File: src/rtl/ng_pkg.sv
package ng_pkg;

  typedef enum logic [1:0] {
    ST_IDLE  = 2'd0,
    ST_COUNT = 2'd1,
    ST_GATED = 2'd2,
    ST_MUTED = 2'd3
  } ng_state_e;

  typedef enum logic [1:0] {
    ACT_HOLD      = 2'b00,
    ACT_MUTE      = 2'b01,
    ACT_FADE      = 2'b10,
    ACT_FADE_MUTE = 2'b11
  } ng_act_e;

  localparam int THR_BASE_UNITS = 153;
  localparam int THR_STEP_UNITS = 3;

  // Threshold code -> attenuation limit in 0.5 dB units
  function automatic logic [7:0] thr_to_atten(input logic [4:0] code);
    logic [7:0] step;
    step = 8'(THR_STEP_UNITS) * {3'b000, code};
    return 8'(THR_BASE_UNITS) - step;
  endfunction

  // Whether an action fades the gain while in a given state
  function automatic logic fades_in(input ng_state_e st, input ng_act_e act);
    return ((st == ST_GATED) && (act == ACT_FADE || act == ACT_FADE_MUTE)) ||
           ((st == ST_MUTED) && (act == ACT_FADE_MUTE));
  endfunction

endpackage

File: src/rtl/ng_level_cmp.sv
module ng_level_cmp
  import ng_pkg::*;
#(
  parameter int LVL_W = 8
) (
  input  logic [LVL_W-1:0] level_i,
  input  logic [4:0]       thr_code,
  output logic             below_o
);

  localparam int PAD_W = (LVL_W > 8) ? LVL_W : 8;

  logic [PAD_W-1:0] lvl_ext;
  logic [PAD_W-1:0] lim_ext;

  always_comb begin
    lvl_ext = PAD_W'(level_i);
    lim_ext = PAD_W'(thr_to_atten(thr_code));
    below_o = lvl_ext > lim_ext;
  end

endmodule

File: src/rtl/ng_gate_fsm.sv
module ng_gate_fsm
  import ng_pkg::*;
#(
  parameter int HOLD_SAMPLES = 12000,
  localparam int CNT_W = $clog2(HOLD_SAMPLES + 1)
) (
  input  logic      clk,
  input  logic      rst_n,
  input  logic      smp_stb,
  input  logic      below,
  input  logic      gate_en,
  input  logic [1:0] gate_type,
  input  logic      gain_at_min,
  output ng_state_e state_q,
  output logic      fade_dn,
  output logic      hold_o,
  output logic      mute_o
);

  ng_act_e         act;
  logic [2:0]      cfg_q;
  logic            cfg_chg;
  logic [CNT_W-1:0] cnt_q;
  logic            window_done;
  logic            release_ev;
  ng_state_e       gate_st;

  assign act         = ng_act_e'(gate_type);
  assign cfg_chg     = {gate_en, gate_type} != cfg_q;
  assign window_done = (cnt_q == CNT_W'(HOLD_SAMPLES - 1));
  assign release_ev  = smp_stb && !below;
  assign gate_st     = (act == ACT_MUTE) ? ST_MUTED : ST_GATED;

  always_ff @(posedge clk or negedge rst_n) begin
    if (!rst_n) cfg_q <= '0;
    else        cfg_q <= {gate_en, gate_type};
  end

  always_ff @(posedge clk or negedge rst_n) begin
    if (!rst_n) begin
      state_q <= ST_IDLE;
      cnt_q   <= '0;
    end else if (!gate_en || cfg_chg) begin
      state_q <= ST_IDLE;
      cnt_q   <= '0;
    end else if (smp_stb) begin
      unique case (state_q)
        ST_IDLE, ST_COUNT: begin
          if (!below) begin
            state_q <= ST_IDLE;
            cnt_q   <= '0;
          end else if (window_done) begin
            state_q <= gate_st;
            cnt_q   <= '0;
          end else begin
            state_q <= ST_COUNT;
            cnt_q   <= cnt_q + 1'b1;
          end
        end
        ST_GATED: begin
          if (release_ev)
            state_q <= ST_IDLE;
          else if (act == ACT_FADE_MUTE && gain_at_min)
            state_q <= ST_MUTED;
        end
        ST_MUTED: begin
          if (release_ev) state_q <= ST_IDLE;
        end
        default: state_q <= ST_IDLE;
      endcase
    end
  end

  assign fade_dn = fades_in(state_q, act);
  assign hold_o  = (state_q == ST_GATED) && (act == ACT_HOLD);
  assign mute_o  = (state_q == ST_MUTED);

  AST_DIS_IDLE: assert property (@(posedge clk) disable iff (!rst_n)
    !gate_en |=> (state_q == ST_IDLE));

  AST_CFG_FLUSH: assert property (@(posedge clk) disable iff (!rst_n)
    cfg_chg |=> (state_q == ST_IDLE));

  AST_MUTE_ON_STB: assert property (@(posedge clk) disable iff (!rst_n)
    $rose(mute_o) |-> $past(smp_stb));

  AST_FM_AT_MIN: assert property (@(posedge clk) disable iff (!rst_n)
    ($rose(mute_o) && act == ACT_FADE_MUTE && $past(act) == ACT_FADE_MUTE) |-> gain_at_min);

  AST_RELEASE: assert property (@(posedge clk) disable iff (!rst_n)
    (release_ev && gate_en && !cfg_chg) |=> (!mute_o && !hold_o));

endmodule

File: src/rtl/ng_gain_ramp.sv
module ng_gain_ramp #(
  parameter int GAIN_W   = 6,
  parameter int FADE_DIV = 4,
  localparam int DIV_W    = $clog2(FADE_DIV + 1),
  localparam logic [GAIN_W-1:0] GAIN_TOP = {GAIN_W{1'b1}}
) (
  input  logic              clk,
  input  logic              rst_n,
  input  logic              smp_stb,
  input  logic              snap,
  input  logic              fade_dn,
  output logic [GAIN_W-1:0] gain_q,
  output logic              at_min
);

  logic [DIV_W-1:0]  div_q;
  logic [GAIN_W-1:0] target;
  logic              at_target;
  logic              step_ev;

  assign target    = fade_dn ? '0 : GAIN_TOP;
  assign at_target = (gain_q == target);
  assign step_ev   = smp_stb && !at_target && (div_q == DIV_W'(FADE_DIV - 1));
  assign at_min    = (gain_q == '0);

  always_ff @(posedge clk or negedge rst_n) begin
    if (!rst_n) begin
      gain_q <= GAIN_TOP;
      div_q  <= '0;
    end else if (snap) begin
      gain_q <= GAIN_TOP;
      div_q  <= '0;
    end else if (smp_stb) begin
      if (at_target) begin
        div_q <= '0;
      end else if (step_ev) begin
        div_q  <= '0;
        gain_q <= fade_dn ? gain_q - 1'b1 : gain_q + 1'b1;
      end else begin
        div_q <= div_q + 1'b1;
      end
    end
  end

  AST_ONE_STEP: assert property (@(posedge clk) disable iff (!rst_n)
    (!$past(snap) && !$stable(gain_q)) |->
      ((gain_q == $past(gain_q) + 1'b1) || (gain_q == $past(gain_q) - 1'b1)));

  AST_SNAP_TOP: assert property (@(posedge clk) disable iff (!rst_n)
    snap |=> (gain_q == GAIN_TOP));

  AST_STB_ONLY: assert property (@(posedge clk) disable iff (!rst_n)
    (!$past(smp_stb) && !$past(snap)) |-> $stable(gain_q));

endmodule

File: src/rtl/noise_gate_ctrl.sv
module noise_gate_ctrl
  import ng_pkg::*;
#(
  parameter int LVL_W          = 8,
  parameter int GAIN_W         = 6,
  parameter int SAMPLE_RATE_HZ = 48000,
  parameter int FADE_DIV       = 4
) (
  input  logic              clk,
  input  logic              rst_n,
  input  logic              smp_stb,
  input  logic [LVL_W-1:0]  level_i,
  input  logic              gate_en,
  input  logic [1:0]        gate_type,
  input  logic [4:0]        thr_code,
  output logic              hold_o,
  output logic              mute_o,
  output logic [GAIN_W-1:0] gain_req_o
);

  localparam int HOLD_SAMPLES = SAMPLE_RATE_HZ / 4;

  logic      below;
  logic      fade_dn;
  logic      at_min;
  ng_state_e state;

  ng_level_cmp #(.LVL_W(LVL_W)) u_cmp (
    .level_i (level_i),
    .thr_code(thr_code),
    .below_o (below)
  );

  ng_gate_fsm #(.HOLD_SAMPLES(HOLD_SAMPLES)) u_fsm (
    .clk        (clk),
    .rst_n      (rst_n),
    .smp_stb    (smp_stb),
    .below      (below),
    .gate_en    (gate_en),
    .gate_type  (gate_type),
    .gain_at_min(at_min),
    .state_q    (state),
    .fade_dn    (fade_dn),
    .hold_o     (hold_o),
    .mute_o     (mute_o)
  );

  ng_gain_ramp #(.GAIN_W(GAIN_W), .FADE_DIV(FADE_DIV)) u_ramp (
    .clk    (clk),
    .rst_n  (rst_n),
    .smp_stb(smp_stb),
    .snap   (!gate_en),
    .fade_dn(fade_dn),
    .gain_q (gain_req_o),
    .at_min (at_min)
  );

  AST_HOLD_NO_MUTE: assert property (@(posedge clk) disable iff (!rst_n)
    hold_o |-> ($stable(gain_req_o) && !mute_o));

  AST_MUTE_KEEPS_GAIN: assert property (@(posedge clk) disable iff (!rst_n)
    (mute_o && gate_type == 2'b01 && $past(gate_type) == 2'b01 && $past(gate_en))
      |-> $stable(gain_req_o));

  AST_DISABLED_QUIET: assert property (@(posedge clk) disable iff (!rst_n)
    !gate_en |=> (!hold_o && !mute_o));

  AST_NOT_BELOW_NO_GATE: assert property (@(posedge clk) disable iff (!rst_n)
    (state == ST_IDLE && smp_stb && !below) |=> (state == ST_IDLE));

endmodule

File: config.mk
export PLATFORM = sky130hd
export DESIGN_NAME = noise_gate_ctrl
export DESIGN_NICKNAME = d
export VERILOG_FILES = /design/src/rtl/ng_pkg.sv /design/src/rtl/ng_level_cmp.sv /design/src/rtl/ng_gate_fsm.sv /design/src/rtl/ng_gain_ramp.sv /design/src/rtl/noise_gate_ctrl.sv
export SDC_FILE = /design/constraint.sdc
export NUM_CORES = 1
export LEC_CHECK = 0
export BUFFER_PORTS_ARGS = -buffer_cell sky130_fd_sc_hd__buf_2
export CAP_MARGIN = 20
export CORE_MARGIN = 4
export CORE_UTILIZATION = 53
export DETAILED_ROUTE_END_ITERATION = 10
export PLACE_DENSITY = 0.77
export REMOVE_ABC_BUFFERS = 1
export SYNTH_ARGS = -nofsm -noshare
export SYNTH_HDL_FRONTEND = slang
export SYNTH_HIERARCHICAL = 1
export SYNTH_SLANG_ARGS = --single-unit
File: constraint.sdc
create_clock -name clk -period 1.9 [get_ports clk]
set_input_delay 0.19 -clock clk [delete_from_list [all_inputs] [get_ports clk]]
set_output_delay 0.19 -clock clk [all_outputs]
set_load 0.01 [all_outputs]
==> impl_metrics.tcl <==
set metrics [dict create \
    status "complete, but fails checks" \
    violations "setup timing" \
    synth-async-reset-ratio_pct 100 \
    fin_crit_sh_pct 146 \
    layout_commonest_cell "buf_4" \
    critPathMaxFanout 6 \
    max_freq_mhz 360 \
    multi_input_area_um2 1690 \
    crit_path_start "thr_code[3]" \
    grt_usage_pct 22.2 \
    cts_buffers 3 \
    die_w_um 73.2 \
    hold_path_class "in2reg" \
    final_cell_mix "35 x buf_4, 23 x buf_2, 23 x nand2_1" \
    wl_per_cell_um 15.7 \
    setup_ws_ns -0.875 \
    ys_ff_latch 28 \
    core_um2 4060 \
    slowest_stage "fa_1" \
    synth_cell_types 54 \
    antenna_found_initial 0 \
    finalHoldViolCount 0 \
    clk_latency_ns 0.28 \
    port_buffers 26 \
    grt_overflow 0 \
    ys_seq_area_share_pct 31.4 \
    grt_max_degree 29 \
    r2r_slack_ns 0.01 \
    io_pins 27 \
    grt_pass1_vias 2124 \
    post_dp_cell_area_um2 2680 \
    gp_congestion 0.814 \
    grt_pass1_wl_um 9410 \
    rr_worst_depth 8 \
    antennaDiodeCount 0 \
    peakVddDrop_v 0.000369 \
    die-area_um2 5360 \
    final_layout_size_suffix_gt1_share_pct 42.3 \
    area_delta_synth_final_pct 38.2 \
    slew_headroom_pct 58.5 \
    end_kind "register" \
    rsz0062_at_grt "true" \
    syn-cell-area_um2 2250 \
    fin_area_um2 3120 \
    cts_root_buf "clkbuf_8" \
    drc 0 \
    cp.arrival_ns 2.99 \
    via_count 2171 \
    final_antenna_net_count 0 \
    worst_hold_slack_ns 0.0653 \
    wl_um 5780 \
    place_ws_ns -1.30 \
    crit_type "in2reg" \
    viasPerCell 5.88 \
    rows 23 \
    path_depth 16 \
    fp.dieH_um 73.2 \
    crit_path_end "u_fsm/cnt_q[3]" \
    worstPathCellList "buf_8 > ha_4 > fa_1 > nor2_2 > o2111ai_1 > o2111ai_1 > a41oi_2 > ha_1 > nand4_1 > a21oi_1 > o22a_1 > buf_6 > o41a_1 > buf_6 > nand3_2 > a31oi_1" \
    fillers 263 \
    drtIter0Drc 103 \
    start_util_pct 55.6 \
    avgSynthCellArea_um2 9.05 \
    fin_nets 365 \
    setup_tns_ns -12.60 \
    r2r_start "u_fsm/state_q[0]" \
    dp_cells 355 \
    dp_hpwl_um 3830 \
    hold_start "gate_en" \
    setup_violations 16 \
    fin_cells 369 \
    tightest_slew_ns 0.622 \
    path_clk_slew_ns 0.10 \
    power_density_nw_per_um2 446 \
    drv_cap 0 \
    startpoint_type "primary input" \
    min_path_cells 1 \
    rr_endpoint "u_ramp/gain_q[5]" \
    cts_tree "built" \
    cp.required_ns 2.11 \
    layout_min_cycle_time_ns 2.77 \
    cp_top_family "compound AO/OA/AOI/OAI gates" \
    firstDrtPassIters 4 \
    max_stage_delay_ns 0.48 \
    yosysWarnings 6 \
    p_leak_nw 1.33 \
    dominantRegCellSynth "dfrtp_1" \
    clockBufferDepth 2 \
    cts_sinks 28 \
    regArea_um2 708 \
    cp_num_buf_inv 3 \
    skew_ns 0.0100 \
    drv_slew 0 \
    cts_max_level 1 \
    synth_cells 249 \
    synth_edf_count 0 \
]
[sequential cells by signal (all words and copies together), names as in the netlist]
name / count
u_fsm/cfg_q: 3
u_fsm/cnt_q: 14
u_ramp/gain_q: 6
u_fsm/state_q: 2
u_ramp/div_q: 3
[cells by family (layout without fill, tap and decap cells)]
kind of cell	after synthesis	count (layout)	share of synthesized area, %
AND/OR/NAND/NOR	91	91	23.3
AO/OA/AOI/OAI	65	65	20.9
buffers and inverters	29	99	5.05
flip-flops	28	28	31.4
adder cells (fa/ha/maj)	26	26	15.4
XOR/XNOR	8	8	3.11
multiplexers	2	2	0.888
[worst min-delay path by stage]
stage                           to  slack (ns)
global placement    u_fsm/cnt_q[5]        0.24
finish              u_fsm/cfg_q[2]        0.07
floorplan           u_fsm/cfg_q[0]       -0.11
detailed placement  u_fsm/cnt_q[5]        0.24
CTS                 u_fsm/cfg_q[2]        0.06
global route        u_fsm/cfg_q[2]        0.07
[power breakdown]
| group | internal [W] | total [W] | switching (W) |
|---|---|---|---|
| sequential | 0.000600 | 0.000602 | 0.00000207 |
| clock | 0.000151 | 0.000336 | 0.000185 |
| combinational | 0.000221 | 0.000451 | 0.000230 |
[what timing repair did]
action,CTS,global route
setup buffers,6,4
endpoints found under the setup margin,22,22
hold endpoints to repair,22,0
gates resized for setup,46,24
cloned,0,0
hold buffers,1,0
pin swaps,19,25
[cells in the mapped netlist (2+ instances only)]
cell / instances / area, um^2
nand2_1: 26 / 97.6
inv_1: 25 / 93.8
ha_1: 23 / 288
dfrtp_1: 22 / 551
a21oi_1: 20 / 100
nor2_1: 11 / 41.3
o21ai_0: 10 / 50.1
nand3_1: 8 / 40.0
or4_1: 7 / 52.6
dfstp_2: 6 / 158
nand4_1: 6 / 37.5
nor3_1: 6 / 30.0
o211ai_1: 6 / 45.0
a211oi_1: 5 / 37.5
nor2b_1: 5 / 31.3
o31ai_1: 5 / 37.5
xnor2_1: 4 / 35.0
xor2_1: 4 / 35.0
a21o_1: 3 / 22.5
and4_1: 3 / 26.3
fa_1: 3 / 60.1
and2_1: 2 / 12.5
clkbuf_1: 2 / 7.51
mux2i_1: 2 / 20.0
nand4b_1: 2 / 17.5
nor4_1: 2 / 12.5
o2111ai_1: 2 / 17.5
o21a_1: 2 / 15.0
or3_1: 2 / 12.5
[layout make-up]
type                            instances  area share (%)
Inverter                               25            3.09
Clock buffer                            4            1.45
Sequential cell                        28            22.7
Tap cell                               50            2.01
Multi-Input combinational cell        192            54.1
Timing Repair Buffer                   70            16.7
[routing by layer]
metal | vias up | routed length, um | track usage [%] | part of all wire, %
li1 | 1059 | - | - | -
met1 | 1049 | 2630 | 29.7 | 45
met2 | 56 | 2850 | 36.7 | 49
met3 | 7 | 246 | 3.44 | 4.3
met4 | 0 | 55 | 6.76 | 0.95
met5 | - | 0 | 0 | 0
[through the flow]
stage	utilization (%)	total power, W
after floorplan	-	0.000804
after global placement	66.1	0.000945
after detailed placement	66.1	0.000957
after CTS	73.8	0.00137
after global routing	76.8	0.00147
final	76.8	0.00139
(Power assumes the default switching activity.)
